File: src/rtl/optc_pkg.sv
`timescale 1ns/1ps
package optc_pkg;
  typedef enum logic [2:0] {
    S_IDLE, S_RUN, S_CHECK, S_COMMIT, S_FLUSH, S_DISCARD, S_RESTART
  } ctrlState_t;

  typedef struct packed {
    logic inCommit;
    logic inFlush;
    logic inDiscard;
    logic clearGot;
    logic bumpAbort;
    logic pulseDone;
  } dpStrobe_t;

  localparam int COMMIT_AGENTS = 2;
endpackage

File: src/rtl/optc_ctrl.sv
`timescale 1ns/1ps
module optc_ctrl
  import optc_pkg::*;
(
  input  logic       clk,
  input  logic       rstN,
  input  logic       kernelStart,
  input  logic       kernelDone,
  input  logic       conflictIn,
  input  logic       flushAck,
  input  logic       discardAck,
  input  logic       commitAllDone,
  output dpStrobe_t  strobe,
  output logic       runActive,
  output logic       sigClear,
  output logic       kernelRestart
);
  ctrlState_t state, stateNext;

  always_comb begin
    stateNext = state;
    unique case (state)
      S_IDLE:    if (kernelStart) stateNext = S_RUN;
      S_RUN:     if (kernelDone) stateNext = S_CHECK;
      S_CHECK:   stateNext = conflictIn ? S_FLUSH : S_COMMIT;
      S_COMMIT:  if (commitAllDone) stateNext = S_IDLE;
      S_FLUSH:   if (flushAck) stateNext = S_DISCARD;
      S_DISCARD: if (discardAck) stateNext = S_RESTART;
      S_RESTART: stateNext = S_RUN;
      default:   stateNext = S_IDLE;
    endcase
  end

  always_ff @(posedge clk) begin
    if (!rstN) state <= S_IDLE;
    else       state <= stateNext;
  end

  always_comb begin
    strobe.inCommit  = (state == S_COMMIT);
    strobe.inFlush   = (state == S_FLUSH);
    strobe.inDiscard = (state == S_DISCARD);
    strobe.clearGot  = (state == S_CHECK);
    strobe.bumpAbort = (state == S_RESTART);
    strobe.pulseDone = (state == S_COMMIT) && commitAllDone;
  end

  assign runActive     = (state == S_RUN);
  assign sigClear      = (state == S_RESTART);
  assign kernelRestart = (state == S_RESTART);

  // a start outside idle never changes the state
  p_start_ignored_r2: assert property (@(posedge clk) disable iff (!rstN)
    (state != S_IDLE && state != S_RUN && kernelStart && state != S_COMMIT && state != S_CHECK
     && !flushAck && !discardAck) |=> $stable(state) || state == S_RUN);
  // the check cycle lasts exactly one cycle
  p_check_once_r4: assert property (@(posedge clk) disable iff (!rstN)
    (state == S_CHECK) |=> (state == S_COMMIT || state == S_FLUSH));
endmodule

File: src/rtl/optc_dp.sv
`timescale 1ns/1ps
module optc_dp
  import optc_pkg::*;
#(
  parameter int CNT_W = 8
) (
  input  logic             clk,
  input  logic             rstN,
  input  dpStrobe_t        strobe,
  input  logic             commitAck,
  input  logic             cpuInvAck,
  output logic             commitReq,
  output logic             cpuInvReq,
  output logic             flushReq,
  output logic             discardReq,
  output logic             commitAllDone,
  output logic             commitDone,
  output logic [CNT_W-1:0] abortCount
);
  localparam logic [CNT_W-1:0] CNT_MAX = {CNT_W{1'b1}};

  logic [COMMIT_AGENTS-1:0] ackVec, gotVec, reqVec, doneVec;
  assign ackVec = {cpuInvAck, commitAck};

  for (genvar g = 0; g < COMMIT_AGENTS; g++) begin : g_agent
    always_ff @(posedge clk) begin
      if (!rstN || strobe.clearGot)              gotVec[g] <= 1'b0;
      else if (strobe.inCommit && ackVec[g])     gotVec[g] <= 1'b1;
    end
    assign reqVec[g]  = strobe.inCommit && !gotVec[g];
    assign doneVec[g] = gotVec[g] || ackVec[g];
  end

  assign commitReq     = reqVec[0];
  assign cpuInvReq     = reqVec[1];
  assign commitAllDone = strobe.inCommit && (&doneVec);
  assign flushReq      = strobe.inFlush;
  assign discardReq    = strobe.inDiscard;

  always_ff @(posedge clk) begin
    if (!rstN) begin
      abortCount <= '0;
      commitDone <= 1'b0;
    end else begin
      commitDone <= strobe.pulseDone;
      if (strobe.bumpAbort && abortCount != CNT_MAX)
        abortCount <= abortCount + 1'b1;
    end
  end

  // a request waits for its acknowledge
  p_req_hold_r6: assert property (@(posedge clk) disable iff (!rstN)
    (commitReq && !commitAck) |=> commitReq);
  // each restart moves the counter by one or leaves it pinned at max
  p_cnt_step_r8: assert property (@(posedge clk) disable iff (!rstN)
    strobe.bumpAbort |=> (abortCount == CNT_W'($past(abortCount) + 1'b1))
                      || (abortCount == CNT_MAX && $past(abortCount) == CNT_MAX));
  // completion strobe is a single cycle
  p_done_pulse_r9: assert property (@(posedge clk) disable iff (!rstN)
    commitDone |=> !commitDone);
endmodule

File: src/rtl/optc_top.sv
`timescale 1ns/1ps
module optc_top
  import optc_pkg::*;
#(
  parameter int CNT_W = 8
) (
  input  logic             clk,
  input  logic             rstN,
  input  logic             kernelStart,
  input  logic             kernelDone,
  input  logic             conflictIn,
  input  logic             commitAck,
  input  logic             cpuInvAck,
  input  logic             flushAck,
  input  logic             discardAck,
  output logic             runActive,
  output logic             commitReq,
  output logic             cpuInvReq,
  output logic             flushReq,
  output logic             discardReq,
  output logic             sigClear,
  output logic             kernelRestart,
  output logic             commitDone,
  output logic [CNT_W-1:0] abortCount
);
  dpStrobe_t strobe;
  logic      commitAllDone;

  optc_ctrl i_ctrl (
    .clk(clk), .rstN(rstN), .kernelStart(kernelStart), .kernelDone(kernelDone),
    .conflictIn(conflictIn), .flushAck(flushAck), .discardAck(discardAck),
    .commitAllDone(commitAllDone), .strobe(strobe), .runActive(runActive),
    .sigClear(sigClear), .kernelRestart(kernelRestart)
  );

  optc_dp #(.CNT_W(CNT_W)) i_dp (
    .clk(clk), .rstN(rstN), .strobe(strobe), .commitAck(commitAck),
    .cpuInvAck(cpuInvAck), .commitReq(commitReq), .cpuInvReq(cpuInvReq),
    .flushReq(flushReq), .discardReq(discardReq), .commitAllDone(commitAllDone),
    .commitDone(commitDone), .abortCount(abortCount)
  );

  // optimistic run issues no cleanup traffic
  p_quiet_run_r3: assert property (@(posedge clk) disable iff (!rstN)
    runActive |-> !(flushReq || discardReq || commitReq || cpuInvReq));
  // discard follows an acknowledged flush
  p_flush_first_r5: assert property (@(posedge clk) disable iff (!rstN)
    $rose(discardReq) |-> $past(flushReq && flushAck));
  // restart pulse leads straight back into the run
  p_restart_r7: assert property (@(posedge clk) disable iff (!rstN)
    kernelRestart |=> (runActive && !kernelRestart && !sigClear));
endmodule

File: config.mk
export PLATFORM = sky130hd
export DESIGN_NAME = optc_top
export DESIGN_NICKNAME = d
export VERILOG_FILES = /design/src/rtl/optc_pkg.sv /design/src/rtl/optc_ctrl.sv /design/src/rtl/optc_dp.sv /design/src/rtl/optc_top.sv
export SDC_FILE = /design/constraint.sdc
export NUM_CORES = 1
export LEC_CHECK = 0
export BUFFER_PORTS_ARGS = -buffer_cell sky130_fd_sc_hd__buf_2
export CORE_MARGIN = 4
export CORE_UTILIZATION = 52
export CTS_CLUSTER_DIAMETER = 100
export DETAILED_ROUTE_END_ITERATION = 10
export MAX_ROUTING_LAYER = met4
export PLACE_DENSITY = 0.81
export SLEW_MARGIN = 10
export SYNTH_ARGS = -nofsm -noshare
export SYNTH_HDL_FRONTEND = slang
export SYNTH_HIERARCHICAL = 1
export SYNTH_SLANG_ARGS = --single-unit
export TNS_END_PERCENT = 100
File: constraint.sdc
create_clock -name clk -period 2.65 [get_ports clk]
set_clock_uncertainty 0.2 [all_clocks]
set_input_delay 0.265 -clock clk [delete_from_list [all_inputs] [get_ports clk]]
set_output_delay 0.265 -clock clk [all_outputs]
set_load 0.005 [all_outputs]
==> impl_results.md <==
* Max Root-Sink Buffers at 2
* # resized after CTS at 0
* CTS tree: yes
* CP max-delay cell: nor3b_1
* P&R area growth vs syn at 15.8%
* Top cells by area, synth: dfxtp_1 (36%), mux2i_1 (3.9%), buf_4 (3.9%)
* Actual slew at the worst max-slew pin at 611 ps
* NetSw at ~0.09 mW
* Die Wd at 46.6 um
* Final hold vios at 0
* Async S/R FF share, synth at 0%
* DP Worst Slack at 601 ps
* Routability congestion estimate from global placement at 0.777
* Tmin final at 2100 ps
* Final wirelength at 1620 um
* Count leader, synth: dfxtp_1
* Worst Hold Class: in2reg
* Crit share post-route at 79.1%
* Synth top area share at 36.2%
* Clk sink count at 14
* Syn Nets at just under 100
* Maximum vdd drop at 0.208 mV
* Gate power share at 10.4%
* Worst-skew pair later-pin latency at about 270 ps
* Kind of end point of the critical path: flop
* CP max stage delay at roughly 570 ps
* Synth Instances at 87
* First-pass GRT wire length at 2830 um
* Die height at roughly 47 um
* Final Net Count at between 100 and 150
* Initial antenna violation count at 0
* Top cells by count, synth: dfxtp_1 (14), nand2_1 (6), a21oi_1 (5)
* Largest area contributor in the netlist: dfxtp_1
* Drt via density at 5.68
* CP cell instances: nor3b_1 -> and3_1 -> a21oi_1 -> a311oi_1
* Initial Util at a little under three fifths
* Post-CTS Hold Buffers at 0
* Sequential Area at 280 um2
* Buf+Inv Stages, Crit Path at 0
* R2r worst-path depth at 4
* Status: finished, final reports clean
* Synth Flop Type: dfxtp_1
* Detail Route Antenna Nets at 0
* WHS Path Cells at 3
* Sw Share at 24.0%
* Design area at 897 um2
* Area of the multi-input gates at between 400 and 500 um2
* GRT Total Usage at 18.5%
* Int Pwr at 0.288 mW
* Average wire per standard cell at around 13 um
* Final TNS setup at 0 ps
* Share of layout cells above drive strength 1 at 31.5%
* IO Pins at 25
* Slew headroom at 59.2%
* Fmax achieved at 477 MHz
* Cell Area, Synth at 774 um2
* Tot Pwr at about 0.38 mW
* CTS HTree Levels at 1
* Yosys warning total at 6
* Critical path depth at 4
* Area after DPL at roughly 870 um2
* Avg Inst Size Synth at 8.90 um2
* Netlist cell types at 39
* DR vias at approximately 700
* Vias in the first global route at 627
* Core area at approximately 1400 um2
* FP Rows at 13
* Post-CTS Setup Bufs at 0
* FF+latch count, synth at 14
* Sequential share of power at 59.0%
* Drt pass-1 iters at 4
* Final setup viols at 0
* Fillcell total at 115
* CP delay by family, top: simple AND/OR/NAND/NOR gates
* IO buf count at 24
* Required time of the critical path at 2630 ps
* Maximum fanout along the worst path at 12
* Post-layout util at 66.5%
* Crit Path Class: reg2reg
* Pwr dens at 423 nW/um2
* Pins Over Slew Limit at 0
* Root Driver: clkbuf_4
* Pleak at between 0.4 and 0.5 nW
* Worst-path clk slew at 80 ps
* HPWL after DPL at ~1200 um
* Unrepaired setup endpoints after global routing: no
* Clock power frac at 30.6%
* Antenna Cells at 0
* Startpoint Class: flop
* GRT Residual Overflow at 0
* Number of synthesized flops with an enable pin at 0
* Initial DRC Count at 11
* CTS Buf Count at 3
* Residual DRC at 0
* Die area at between 2000 and 2500 um2
* Final worst setup slack at 554 ps
* Register area share after synthesis at 36.2%
* Arr. time, crit path at between 2000 and 2500 ps
* Max_cap viols at 0
* Largest net degree at the start of global routing at 13
[cell type report]
type | count | area share, %
Clock buffer | 3 | 2.51
Inverter | 3 | 1.26
Multi-Input combinational cell | 64 | 49.5
Sequential cell | 14 | 31.2
Tap cell | 15 | 2.09
Timing Repair Buffer | 24 | 13.4
[power groups by stage]
stage | registers (mW) | logic (mW) | clock network [mW]
final | 0.224 | 0.0393 | 0.116
after global routing | 0.225 | 0.0440 | 0.134
after CTS | 0.224 | 0.0393 | 0.122
after detailed placement | 0.229 | 0.0391 | 0
after global placement | 0.228 | 0.0382 | 0
after floorplan | 0.223 | 0.0294 | 0
[flip-flops by register name (all words and copies together), names as in the netlist]
name             count
i_ctrl/state         3
i_dp/abortCount      8
i_dp/commitDone      1
i_dp/gotVec          2
[layout by cell type (no fill, tap or decap), drive strengths merged, types with 3 or more instances in the layout]
cell type	Yosys	layout
a21oi	5	5
a31oi	3	3
and3	5	5
buf	5	24
clkbuf	1	3
dfxtp	14	14
inv	3	3
mux2i	3	3
nand2	6	6
nor2	4	4
nor2b	4	4
nor3b	3	3
o21ai	4	4
[layer usage]
layer  GRT usage [%]  vias to the layer above  routed length [um]
met4            6.82                        0                  13
met2            25.5                       17                 691
met1            25.9                      316                 824
met5               -                        -                   0
met3            3.91                        2                  88
li1                -                      364                   -
[kinds of logic after synthesis]
group | count (synthesis) | synth area share, %
adder cells (fa/ha/maj) | 1 | 1.62
AO/OA/AOI/OAI | 22 | 20.0
buffers and inverters | 9 | 6.46
AND/OR/NAND/NOR | 36 | 27.5
flip-flops | 14 | 36.2
multiplexers | 5 | 8.24
[final timing paths]
check	to	start	slack [ps]
max	i_dp/abortCount[6]	i_ctrl/state[2]	550
min	i_dp/gotVec[0]	commitAck	40
max reg2reg	i_dp/abortCount[6]	i_ctrl/state[2]	550
min reg2reg	i_dp/abortCount[1]	i_dp/abortCount[1]	300
[per-stage QoR]
step | hold WS (ps) | instances
after CTS | 34.7 | 123
after detailed placement | 294 | 120
after global routing | 68.5 | 123
after global placement | 282 | 120
final | 40.9 | 123
after floorplan | 187 | 87
[worst reg2reg max path: stages, from the launching register on]
cell and delay (ps):
dfxtp_1 550, nor3b_1 570, and3_1 360, a21oi_1 90, a311oi_1 240
Note: power is estimated with default switching activity, not from simulation.
